$ cat src/rtl/vaw_pkg.sv
package vaw_pkg;
  localparam int unsigned CW_DEF    = 12;
  localparam int unsigned SYNC_DEF  = 2;

  typedef enum logic {
    EDGE_FALL = 1'b0,
    EDGE_RISE = 1'b1
  } vedge_e;
endpackage

$ cat src/rtl/vaw_sync.sv
module vaw_sync #(
  parameter int N      = 2,
  parameter int STAGES = 2
) (
  input  logic         clk_i,
  input  logic         rst_ni,
  input  logic [N-1:0] d_i,
  output logic [N-1:0] q_o,
  output logic [N-1:0] rise_o,
  output logic [N-1:0] fall_o
);
  for (genvar b = 0; b < N; b++) begin : g_bit
    // stages 0..STAGES-1 synchronise, stage STAGES keeps the previous level
    logic [STAGES:0] sh;
    always_ff @(posedge clk_i or negedge rst_ni) begin
      if (!rst_ni) sh <= '0;
      else         sh <= {sh[STAGES-1:0], d_i[b]};
    end
    assign q_o[b]    = sh[STAGES-1];
    assign rise_o[b] = sh[STAGES-1] & ~sh[STAGES];
    assign fall_o[b] = ~sh[STAGES-1] & sh[STAGES];
  end
endmodule

$ cat src/rtl/vaw_span.sv
module vaw_span #(
  parameter int CW   = 12,
  parameter int LEAD = 0
) (
  input  logic          clk_i,
  input  logic          rst_ni,
  input  logic          clr_i,
  input  logic          src_step_i,
  input  logic          tgt_step_i,
  input  logic [CW-1:0] off_i,
  input  logic [CW-1:0] len_i,
  input  logic [CW-1:0] tsz_i,
  output logic          open_o,
  output logic          done_o
);
  localparam logic [CW-1:0] CMAX = '1;
  localparam int            SW   = CW + 2;

  logic [CW-1:0] scnt, tcnt;
  logic [SW-1:0] lo, hi, sext;

  always_ff @(posedge clk_i or negedge rst_ni) begin
    if (!rst_ni) begin
      scnt <= '0;
      tcnt <= '0;
    end else if (clr_i) begin
      scnt <= '0;
      tcnt <= '0;
    end else begin
      if (src_step_i && scnt != CMAX) scnt <= scnt + 1'b1;
      if (tgt_step_i && tcnt != CMAX) tcnt <= tcnt + 1'b1;
    end
  end

  assign lo     = {2'b00, off_i} + SW'(LEAD);
  assign hi     = lo + {2'b00, len_i};
  assign sext   = {2'b00, scnt};
  assign open_o = (sext >= lo) && (sext < hi);
  assign done_o = (tcnt >= tsz_i);
endmodule

$ cat src/rtl/vaw_field.sv
module vaw_field (
  input  logic clk_i,
  input  logic rst_ni,
  input  logic vedge_i,
  input  logic href_lvl_i,
  input  logic fid_int_i,
  input  logic sel_int_i,
  input  logic inv_i,
  output logic fid_o,
  output logic frame_o
);
  logic raw_fid;
  assign raw_fid = (sel_int_i ? fid_int_i : href_lvl_i) ^ inv_i;

  always_ff @(posedge clk_i or negedge rst_ni) begin
    if (!rst_ni) begin
      fid_o   <= 1'b0;
      frame_o <= 1'b0;
    end else begin
      frame_o <= vedge_i & ~raw_fid;
      if (vedge_i) fid_o <= raw_fid;
    end
  end
endmodule

$ cat src/rtl/vaw_top.sv
module vaw_top #(
  parameter int CW    = vaw_pkg::CW_DEF,
  parameter int SYNCN = vaw_pkg::SYNC_DEF
) (
  input  logic          clk_i,
  input  logic          rst_ni,
  input  logic          pix_vld_i,
  input  logic          href_i,
  input  logic          vref_i,
  input  logic          fid_int_i,
  input  logic          out_pix_i,
  input  logic          out_line_i,
  input  logic [CW-1:0] h_off_i,
  input  logic [CW-1:0] h_len_i,
  input  logic [CW-1:0] h_tgt_i,
  input  logic [CW-1:0] v_off_i,
  input  logic [CW-1:0] v_len_i,
  input  logic [CW-1:0] v_tgt_i,
  input  logic          vedge_rise_i,
  input  logic          fid_inv_i,
  input  logic          fid_int_sel_i,
  output logic          acq_o,
  output logic          line_act_o,
  output logic          sow_o,
  output logic          eow_o,
  output logic          fid_o,
  output logic          frame_o
);
  import vaw_pkg::*;

  logic [1:0] ref_q, ref_rise, ref_fall;
  logic       href_edge, vref_edge;

  vaw_sync #(.N(2), .STAGES(SYNCN)) u_sync (
    .clk_i (clk_i), .rst_ni(rst_ni), .d_i({vref_i, href_i}),
    .q_o   (ref_q), .rise_o(ref_rise), .fall_o(ref_fall)
  );

  assign href_edge = ref_rise[0];
  assign vref_edge = (vedge_e'(vedge_rise_i) == EDGE_RISE) ? ref_rise[1] : ref_fall[1];

  // shadow copies of the window, refreshed once per field
  logic [CW-1:0] sh_hoff, sh_hlen, sh_htgt, sh_voff, sh_vlen, sh_vtgt;
  always_ff @(posedge clk_i or negedge rst_ni) begin
    if (!rst_ni) begin
      sh_hoff <= '0; sh_hlen <= '0; sh_htgt <= '0;
      sh_voff <= '0; sh_vlen <= '0; sh_vtgt <= '0;
    end else if (vref_edge) begin
      sh_hoff <= h_off_i; sh_hlen <= h_len_i; sh_htgt <= h_tgt_i;
      sh_voff <= v_off_i; sh_vlen <= v_len_i; sh_vtgt <= v_tgt_i;
    end
  end

  logic h_open, h_done, v_open, v_done;

  vaw_span #(.CW(CW), .LEAD(0)) u_hspan (
    .clk_i     (clk_i),     .rst_ni    (rst_ni),
    .clr_i     (href_edge | vref_edge),
    .src_step_i(pix_vld_i), .tgt_step_i(out_pix_i),
    .off_i     (sh_hoff),   .len_i     (sh_hlen), .tsz_i(sh_htgt),
    .open_o    (h_open),    .done_o    (h_done)
  );

  vaw_span #(.CW(CW), .LEAD(1)) u_vspan (
    .clk_i     (clk_i),     .rst_ni    (rst_ni),
    .clr_i     (vref_edge),
    .src_step_i(href_edge), .tgt_step_i(out_line_i),
    .off_i     (sh_voff),   .len_i     (sh_vlen), .tsz_i(sh_vtgt),
    .open_o    (v_open),    .done_o    (v_done)
  );

  vaw_field u_field (
    .clk_i     (clk_i),     .rst_ni   (rst_ni),
    .vedge_i   (vref_edge), .href_lvl_i(ref_q[0]),
    .fid_int_i (fid_int_i), .sel_int_i(fid_int_sel_i),
    .inv_i     (fid_inv_i), .fid_o    (fid_o),
    .frame_o   (frame_o)
  );

  logic started_q, ended_q, vdone_q, close_hit;

  assign line_act_o = v_open & ~v_done;
  assign acq_o      = pix_vld_i & line_act_o & h_open & ~h_done & ~href_edge & ~vref_edge;
  assign sow_o      = acq_o & ~started_q;
  assign close_hit  = v_done & ~vdone_q & started_q & ~ended_q;

  always_ff @(posedge clk_i or negedge rst_ni) begin
    if (!rst_ni) begin
      started_q <= 1'b0;
      ended_q   <= 1'b0;
      vdone_q   <= 1'b0;
      eow_o     <= 1'b0;
    end else begin
      vdone_q <= v_done;
      if (vref_edge) begin
        eow_o     <= started_q & ~ended_q;
        started_q <= 1'b0;
        ended_q   <= 1'b0;
      end else begin
        eow_o <= close_hit;
        if (acq_o)     started_q <= 1'b1;
        if (close_hit) ended_q   <= 1'b1;
      end
    end
  end
endmodule

$ cat config.mk
export PLATFORM = sky130hd
export DESIGN_NAME = vaw_top
export DESIGN_NICKNAME = d
export VERILOG_FILES = /design/src/rtl/vaw_pkg.sv /design/src/rtl/vaw_sync.sv /design/src/rtl/vaw_span.sv /design/src/rtl/vaw_field.sv /design/src/rtl/vaw_top.sv
export SDC_FILE = /design/constraint.sdc
export NUM_CORES = 1
export LEC_CHECK = 0
export CAP_MARGIN = 20
export CORE_MARGIN = 2
export CORE_UTILIZATION = 40
export DETAILED_ROUTE_END_ITERATION = 16
export GPL_TIMING_DRIVEN = 0
export HOLD_SLACK_MARGIN = 0.12
export SLEW_MARGIN = 30
export SYNTH_ARGS = -nofsm -noshare
export SYNTH_HDL_FRONTEND = slang
export SYNTH_HIERARCHICAL = 1
export SYNTH_SLANG_ARGS = --single-unit
$ cat constraint.sdc
create_clock -name clk_i -period 5.65 [get_ports clk_i]
set_clock_uncertainty 0.2 [all_clocks]
set_input_delay 1.13 -clock clk_i [delete_from_list [all_inputs] [get_ports clk_i]]
set_output_delay 1.13 -clock clk_i [all_outputs]
set_load 0.02 [all_outputs]
* After elaboration in Yosys (flattened, before gate mapping) *
Index checks and enable logic that the tools add are counted.

storage, ports and cells
  register bits = 132
  bits in latches = 0
  memory bits (writable) = 0
  bits in read-only memories = 0
  bits of input ports = 83
  output and inout port bits = 6
  memories = 0

cells by class
  add/subtract/negate cells = 7
  multipliers = 0
  div/mod/pow operators = 0
  $lt $le $gt $ge = 6
  equal/unequal tests = 4
  shifts and indexed selects = 0
  multiplexer cells = 15
  bitwise gates (word level) = 28
  reduce and logical (&&, ||, !) cells = 12

operators with widths
  kind                     count
  $mux W12                 8
  $add A12 B1 Y12 const B  4
  $ne A12 B12 Y1 const B   4
  $ge A12 B12 Y1           3
  $lt A12 B14 Y1           2
  $and A1 B1 Y1            15
  $add A14 B12 Y14         1
  $ge A12 B14 Y1           1
  $add A12 B1 Y13 const B  1
  $add A12 B12 Y13         1
  $reduce_bool A2 Y1       6
  $not A1 Y1               11
  $mux W1                  7
  $logic_and A1 B1 Y1      6
  $or A1 B1 Y1             1
  $xor A1 B1 Y1            1

* Logic depth before layout (Yosys ltp) *
Gate-level depths: netlist of the first run.

  word-level depth = 12
  mapped depth = 21

* Hierarchy *
The synthesis of the first run kept the hierarchy.

modules (own cells, without submodules)
  module              instances  cells each  area an instance (µm²)
  vaw_top             1          322         2,905.3
  vaw_span (u_vspan)  1          327         2,710.1
  vaw_span (u_hspan)  1          295         2,598.7
  vaw_sync            1          12          200.2
  vaw_field           1          7           91.3

* Worst setup path after synthesis of the first run *
No wires, ideal clock.

  path type = register to output
  start point = register sh_voff[0]
  end point = output port sow_o
  arrival time = 4,240 ps
  slack = 80 ps
  stages on the path, launching flop included = 19
  path buffers = 0
  cells stage by stage = dfrtp_1 -> ha_1 -> fa_1 -> a211oi_1 -> o211ai_1 -> o2111ai_1 -> nand2b_1 -> a21oi_1 -> xor2_1 -> ha_1 -> nand4_1 -> nor2_1 -> a2111oi_0 -> o31ai_1 -> o211ai_1 -> and3b_1 -> nor2b_1 -> nand4_1 -> nor3_1

on the way
  longest elaborated chain between the ends = 11
  elaborated cells between the ends (all ways) = 12
  classes of those cells = 2 x add/sub; 2 x order compare; 7 x bitwise; 1 x reduce/logical

RTL lines
  what                            line            text
  start, declared                 vaw_top.sv:43   logic [CW-1:0] sh_hoff, sh_hlen, sh_htgt, sh_voff, sh_vlen, sh_vtgt;
  start signal, assigned          vaw_top.sv:50   sh_voff <= v_off_i; sh_vlen <= v_len_i; sh_vtgt <= v_tgt_i;
  $add A12 B1 Y13 (*)             vaw_span.sv:35  assign lo = {2'b00, off_i} + SW'(LEAD);
  $add A14 B12 Y14                vaw_span.sv:36  assign hi = lo + {2'b00, len_i};
  $lt A12 B14 Y1                  vaw_span.sv:38  assign open_o = (sext >= lo) && (sext < hi);
  $logic_and A1 B1 Y1 (*)         vaw_span.sv:38
  via v_open                      vaw_top.sv:54   logic h_open, h_done, v_open, v_done;
  $and A1 B1 Y1 (*)               vaw_top.sv:82   assign line_act_o = v_open & ~v_done;
  via line_act_o                  vaw_top.sv:23   output logic line_act_o,
  $and A1 B1 Y1 (*) (5 in a row)  vaw_top.sv:83   assign acq_o = pix_vld_i & line_act_o & h_open & ~h_done & ~href_edge & ~vref_edge;
  $and A1 B1 Y1 (*)               vaw_top.sv:84   assign sow_o = acq_o & ~started_q;
  end, declared                   vaw_top.sv:24   output logic sow_o,

The timed path passes the listed nets; every way through them passes the cells marked *.

* Worst setup path in the final report of the first run *
  start point = register sh_voff[4]
  end point = output port sow_o

on the way
  longest elaborated chain between the ends = 11
  elaborated cells between the ends (all ways) = 12
  classes of those cells = 2 x add/sub; 2 x order compare; 7 x bitwise; 1 x reduce/logical

RTL lines
  what                            line
  $add A12 B1 Y13 (*)             vaw_span.sv:35
  $add A14 B12 Y14                vaw_span.sv:36
  $lt A12 B14 Y1                  vaw_span.sv:38
  $logic_and A1 B1 Y1 (*)         vaw_span.sv:38
  via v_open                      vaw_top.sv:54
  $and A1 B1 Y1 (*)               vaw_top.sv:82
  $and A1 B1 Y1 (*) (5 in a row)  vaw_top.sv:83
  $and A1 B1 Y1 (*)               vaw_top.sv:84

Marked as above.

==> results of run 1 <==
## worst paths after layout
path,start,to,slack [ps],depth (start not counted)
worst max-delay path,sh_voff[4]$_DFFE_PN0P_,sow_o,-320,20
worst min register to register,u_sync/g_bit[1].sh[0]$_DFF_PN0_,u_sync/g_bit[1].sh[1]$_DFF_PN0_,150,0
min in group asynchronous,rst_ni,sh_hlen[9]$_DFFE_PN0P_,440,1
worst min-delay path,u_sync/g_bit[1].sh[0]$_DFF_PN0_,u_sync/g_bit[1].sh[1]$_DFF_PN0_,150,0
worst max register to register,sh_voff[4]$_DFFE_PN0P_,started_q$_DFFE_PN0P_,1250,20
max in group asynchronous,rst_ni,sh_voff[1]$_DFFE_PN0P_,4090,2
## state kept, by name, indices dropped and copies added (netlist names), 6 cells and up
name / cells
sh_hlen: 12
sh_hoff: 12
sh_htgt: 12
sh_vlen: 12
sh_voff: 12
sh_vtgt: 12
u_hspan/scnt: 12
u_hspan/tcnt: 12
u_sync/g_bit.sh: 6
u_vspan/scnt: 12
u_vspan/tcnt: 12
## routing by layer
| layer | vias up | GRT usage (%) |
|---|---|---|
| li1 | 3546 | - |
| met5 | - | 0 |
| met4 | 0 | 4.95 |
| met1 | 3315 | 25.4 |
| met3 | 16 | 3.51 |
| met2 | 96 | 32.8 |
## worst max-delay path: stages, from the launching register on
cell and delay [ps]:
dfrtp_1 410, nand3_4 110, nor2_4 130, and3_4 200
nand2_1 80, xnor2_2 280, ha_1 310, a21oi_1 190
o221a_2 250, xor2_2 180, ha_4 230, a21oi_1 150
nand2_2 80, a2111oi_4 290, o31ai_1 130, o211ai_1 130
and3b_1 200, nor2b_4 170, nand4_1 230, nor3_4 280
buf_6 160
## layout make-up
class / count / area, um2
fill: 1982 / 9960
multi-input combinational: 733 / 5070
sequential: 132 / 3310
timing repair buffer: 127 / 1210
clock buffer: 17 / 425
tap: 275 / 344
inverter: 73 / 274
clock inverter: 15 / 218
buffer: 23 / 150
## metrics by stage
step           hold slack, ps  total power [uW]
3_3_place_gp              134              2020
6_report                  147              3440
3_5_place_dp              135              2040
5_1_grt                   164              3670
4_1_cts                   149              3390
2_1_floorplan             131              1770
## report_power, final
| part | leakage, uW | switching, uW | total (uW) | internal (uW) |
|---|---|---|---|---|
| logic | 0.00334 | 543 | 1060 | 518 |
| registers | 0.00170 | 103 | 1160 | 1050 |
| clock network | 0.000305 | 473 | 1220 | 751 |
## what timing repair did
| item | 4_1_cts | 5_1_grt |
|---|---|---|
| buffers inserted | 28 | 11 |
| resized for setup | 46 | 24 |
| endpoints found under the setup margin | 3 | 3 |
| pin swaps | 35 | 34 |
==> results.md, run 1 <==
### Synth
• 961 — cell count after synthesis
• 0.00849 mm2 — post-synthesis instance area
• 8.83 um2 — mean instance size in the synthesized netlist
• 1147 — number of nets in the synthesized netlist
• 6 — Synth Warn #

### STA
• true — RSZ-0062 raised after global routing
• 3 — total of endpoints with negative setup slack in the final report
• -782 ps — total negative slack for setup checks
• 5970 ps — min cycle time layout
• 168 MHz — FMAX
• 59.4% — max_slew headroom
• -319 ps — post-route setup slack
• 604 ps — transition time at the pin with the least slew margin
• 0 — Max Slew Vio Count
• 106% — ratio of final minimum period to clock period
• 0 — endpoints failing hold

### Clock tree
• 0 — CTS Hold Buffers Added
• 132 — CTS Sinks
• clkbuf_16 — Clock Root Buffer
• 4 — H-tree depth
• 2 — maximum count of clock buffers along a single path
• yes — TritonCTS clock tree
• 17 — Num CTS Buffers
• 430 ps — Skew-Pair Late Insertion Delay
• 60 ps — CTS clk-pin slew, worst paths

### Power and ir drop
• 159 uV — maximum ir drop on the vdd rail
• 313 mW/mm2 — total power per unit cell area
• 0.00535 uW — leakage component of the power

### Layout
• 0 — number of antenna cells inserted
• 1293 — number of nets in the layout
• 52.5% — post-layout utilization of the core
• nand2_1 — commonest non-fill, non-tap cell in the layout
• 1395 — post-layout instance count excluding filler cells
• nand2_1 (244), dfrtp_1 (129), ha_1 (94) — commonest cells after routing, fill and taps aside
• 0.0110 mm2 — post-route design area
• 29.5% — Syn-to-layout area delta
• 13.4% — share of cells above drive strength 1

### Route
• 6973 — vias after detailed routing
• 5.00 — post-DR vias/cell
• 20.6 mm — detailed-route wire length
• 0 — detailed-route DRC error count
• 645 um — length of routed met3 wiring
• 349 — detailed router's first-iteration violation count
• met4 — top sig layer
• 0 — DRT antenna net count
• 10.2 mm — met2 WL
• 14.7 um — post-DR wirelength/cell
• 5 — first-pass iteration count of the detailed router
• 9.54 mm — DRT met1 WL

### Global routing
• 0 — antenna violations before repair
• 34.1 mm — global-route wire length before repair
• 68 — maximum number of pins on one net before global-route repair
• 0 — Congestion Overflow GR
• 19.3% — GR Util All Layers
• 6992 — via count of the first global-routing pass

### Die
• 0.0224 mm2 — Die Footprint
• 150 um — Vert. Die Dim
• 89 — top-level I/O count
• 0.0210 mm2 — total core area
• 53 — Std-Cell Rows
• 150 um — Die W
• 40.5% — starting density of the core

### Placement
• 88 — Buffers on Ports
• 1325 — Cells after DPL
• 14.9 mm — final HPWL from detailed placement
• 0.815 — Final GP Congestion
• 0.00975 mm2 — Post-Place Cell Area
• -934 ps — pre-CTS setup slack

### Critical path
• 3 — maximum fanout along the worst path
• primary output — endpoint type of the worst setup path
• 4640 ps — data arrival time of the critical path
• reg2out — Crit Path Class
• 4320 ps — Crit path required time
• register — Startpoint Class

### Run
• 0 — count of max-cap constraint violations

### Hold path
• reg2reg — Hold WC Path Type

### Status
• negative setup slack — violations in the final reports
• complete, but fails checks — status

No activity file was read; power rests on OpenSTA's default activity.
==> run 2, diff against run 1 <==
clock period = 7.7 ns   (was 5.65 ns; I/O delays follow)
==> results.md, run 2 (synthesized netlist as in run 1, its figures left out) <==
### Status
• complete, no violations — status

### Critical path
• primary output — endpoint type of the worst setup path
• reg2out — Crit Path Class
• 5540 ps — data arrival time of the critical path
• 2790 ps — slack of the worst reg-to-reg path
• 5960 ps — Crit path required time
• 6 — maximum fanout along the worst path
• register — Startpoint Class

### STA
• 589 ps — transition time at the pin with the least slew margin
• 0 — Max Slew Vio Count
• false — RSZ-0062 raised after global routing
• 60.4% — max_slew headroom
• 7280 ps — min cycle time layout
• 0 ps — total negative slack for setup checks
• 147 ps — worst hold-check slack
• 0 — endpoints failing hold
• 94.5% — ratio of final minimum period to clock period
• 0 — total of endpoints with negative setup slack in the final report
• 137 MHz — FMAX

### Power and ir drop
• 2390 uW — overall power consumption
• 1610 uW — design internal power
• 32.4% — share of total power consumed by net switching
• 0.00513 uW — leakage component of the power
• 27.0% — Logic pwr share
• 773 uW — Switching Power
• 229 mW/mm2 — total power per unit cell area
• 37.6% — Clock power frac
• 120 uV — maximum ir drop on the vdd rail
• 35.4% — power share of the sequential group

### Clock tree
• yes — TritonCTS clock tree
• 0 — CTS Hold Buffers Added
• 2 — maximum count of clock buffers along a single path
• 430 ps — Skew-Pair Late Insertion Delay
• 132 — CTS Sinks
• 4 — H-tree depth
• 60 ps — CTS clk-pin slew, worst paths
• clkbuf_16 — Clock Root Buffer
• 17 — Num CTS Buffers

### Route
• 5.01 — post-DR vias/cell
• 19.9 mm — detailed-route wire length
• 14.6 um — post-DR wirelength/cell
• 6811 — vias after detailed routing
• 0 — detailed-route DRC error count
• 5 — first-pass iteration count of the detailed router
• 0 — DRT antenna net count
• 305 — detailed router's first-iteration violation count

### Die
• 150 um — Vert. Die Dim
• 40.5% — starting density of the core
• 53 — Std-Cell Rows
• 89 — top-level I/O count
• 0.0210 mm2 — total core area
• 0.0224 mm2 — Die Footprint
• 150 um — Die W

### Global routing
• 18.9% — GR Util All Layers
• 68 — maximum number of pins on one net before global-route repair
• 6810 — via count of the first global-routing pass
• 0 — Congestion Overflow GR
• 0 — antenna violations before repair
• 33.4 mm — global-route wire length before repair

### Layout
• 6.65% — share of cells above drive strength 1
• 2043 — count of fill cells added during filler insertion
• nand2_1 (246), dfrtp_1 (132), ha_1 (101) — commonest cells after routing, fill and taps aside
• nand2_1 — commonest non-fill, non-tap cell in the layout
• 1256 — number of nets in the layout
• 22.8% — Syn-to-layout area delta

### Placement
• 14.9 mm — final HPWL from detailed placement
• 0.815 — Final GP Congestion
• 88 — Buffers on Ports

### Run
• 0 — count of max-cap constraint violations

### Hold path
• reg2reg — Hold WC Path Type

==> run 2: cell types whose count changed in the layout (fill, tap and decap cells not counted), sizes merged <==
cell | previous run | this run
diode | 0 | 1
clkdlybuf4s50 | 84 | 86
dlygate4sd2 | 1 | 0
buf | 56 | 17
dlymetal6s2s | 0 | 1
==> run 2: path summary, 6_finish.rpt <==
path / startpoint / end / cells past startpoint
worst max register to register: sh_voff[0]$_DFFE_PN0P_ / started_q$_DFFE_PN0P_ / 19
min in group asynchronous: rst_ni / sh_hlen[9]$_DFFE_PN0P_ / 1
worst max-delay path: sh_voff[0]$_DFFE_PN0P_ / acq_o / 19
worst min-delay path: u_sync/g_bit[1].sh[0]$_DFF_PN0_ / u_sync/g_bit[1].sh[1]$_DFF_PN0_ / 0
max in group asynchronous: rst_ni / sh_vlen[8]$_DFFE_PN0P_ / 2
worst min register to register: u_sync/g_bit[1].sh[0]$_DFF_PN0_ / u_sync/g_bit[1].sh[1]$_DFF_PN0_ / 0
==> run 2: metrics by stage <==
step | util, % | setup slack (ps) | cell area (um2) | instances
after floorplan | - | 1720 | 8490 | 961
final | 49.7 | 424 | 10400 | 1359
after global routing | 49.7 | 47.7 | 10400 | 1358
after global placement | 46.4 | -671 | 9710 | 1324
after CTS | 49.6 | 210 | 10400 | 1357
after detailed placement | 46.5 | 706 | 9750 | 1325
==> run 2: layout make-up <==
class / instances / area (um2) / area share (%)
Clock buffer: 17 / 425 / 4.08
Buffer: 23 / 150 / 1.44
Antenna cell: 1 / 2.50 / 0.0240
Inverter: 73 / 274 / 2.63
Sequential cell: 132 / 3300 / 31.7
Tap cell: 275 / 344 / 3.30
Clock inverter: 15 / 218 / 2.09
Multi-Input combinational cell: 733 / 4780 / 45.9
Timing Repair Buffer: 90 / 923 / 8.86
==> run 2: power groups by stage <==
stage                     sequential [uW]  combinational, uW  clock, uW
after floorplan                       836                459          0
after global placement                855                627          0
after detailed placement              856                643          0
after CTS                             844                651        915
after global routing                  856                751        946
final                                 844                643        898
==> run 2: routing by layer <==
| layer | global-route usage [%] | vias to the layer above | wire length [um] |
|---|---|---|---|
| li1 | - | 3472 | - |
| met1 | 25.1 | 3230 | 9420 |
| met4 | 4.81 | 0 | 183 |
| met3 | 3.51 | 13 | 619 |
| met2 | 31.7 | 96 | 9640 |
| met5 | 0 | - | 0 |
==> run 2: critical path, cell delays in order (launching register included) <==
cell	delay, ps
dfrtp_1	440
ha_1	270
xor2_1	240
ha_1	340
o21ai_0	200
o21bai_1	110
a21oi_1	280
o221a_2	270
xor2_1	190
ha_1	290
a21oi_1	160
nand2_1	70
a2111oi_0	400
o31ai_1	130
o211ai_1	120
and3b_1	190
nor2b_1	300
nand4_1	280
nor2_1	200
clkdlybuf4s50_1	630
==> run 2: repair_timing <==
action                     CTS  global route
gates resized for setup      0             4
setup buffers                0             1
setup endpoints to repair    0             1
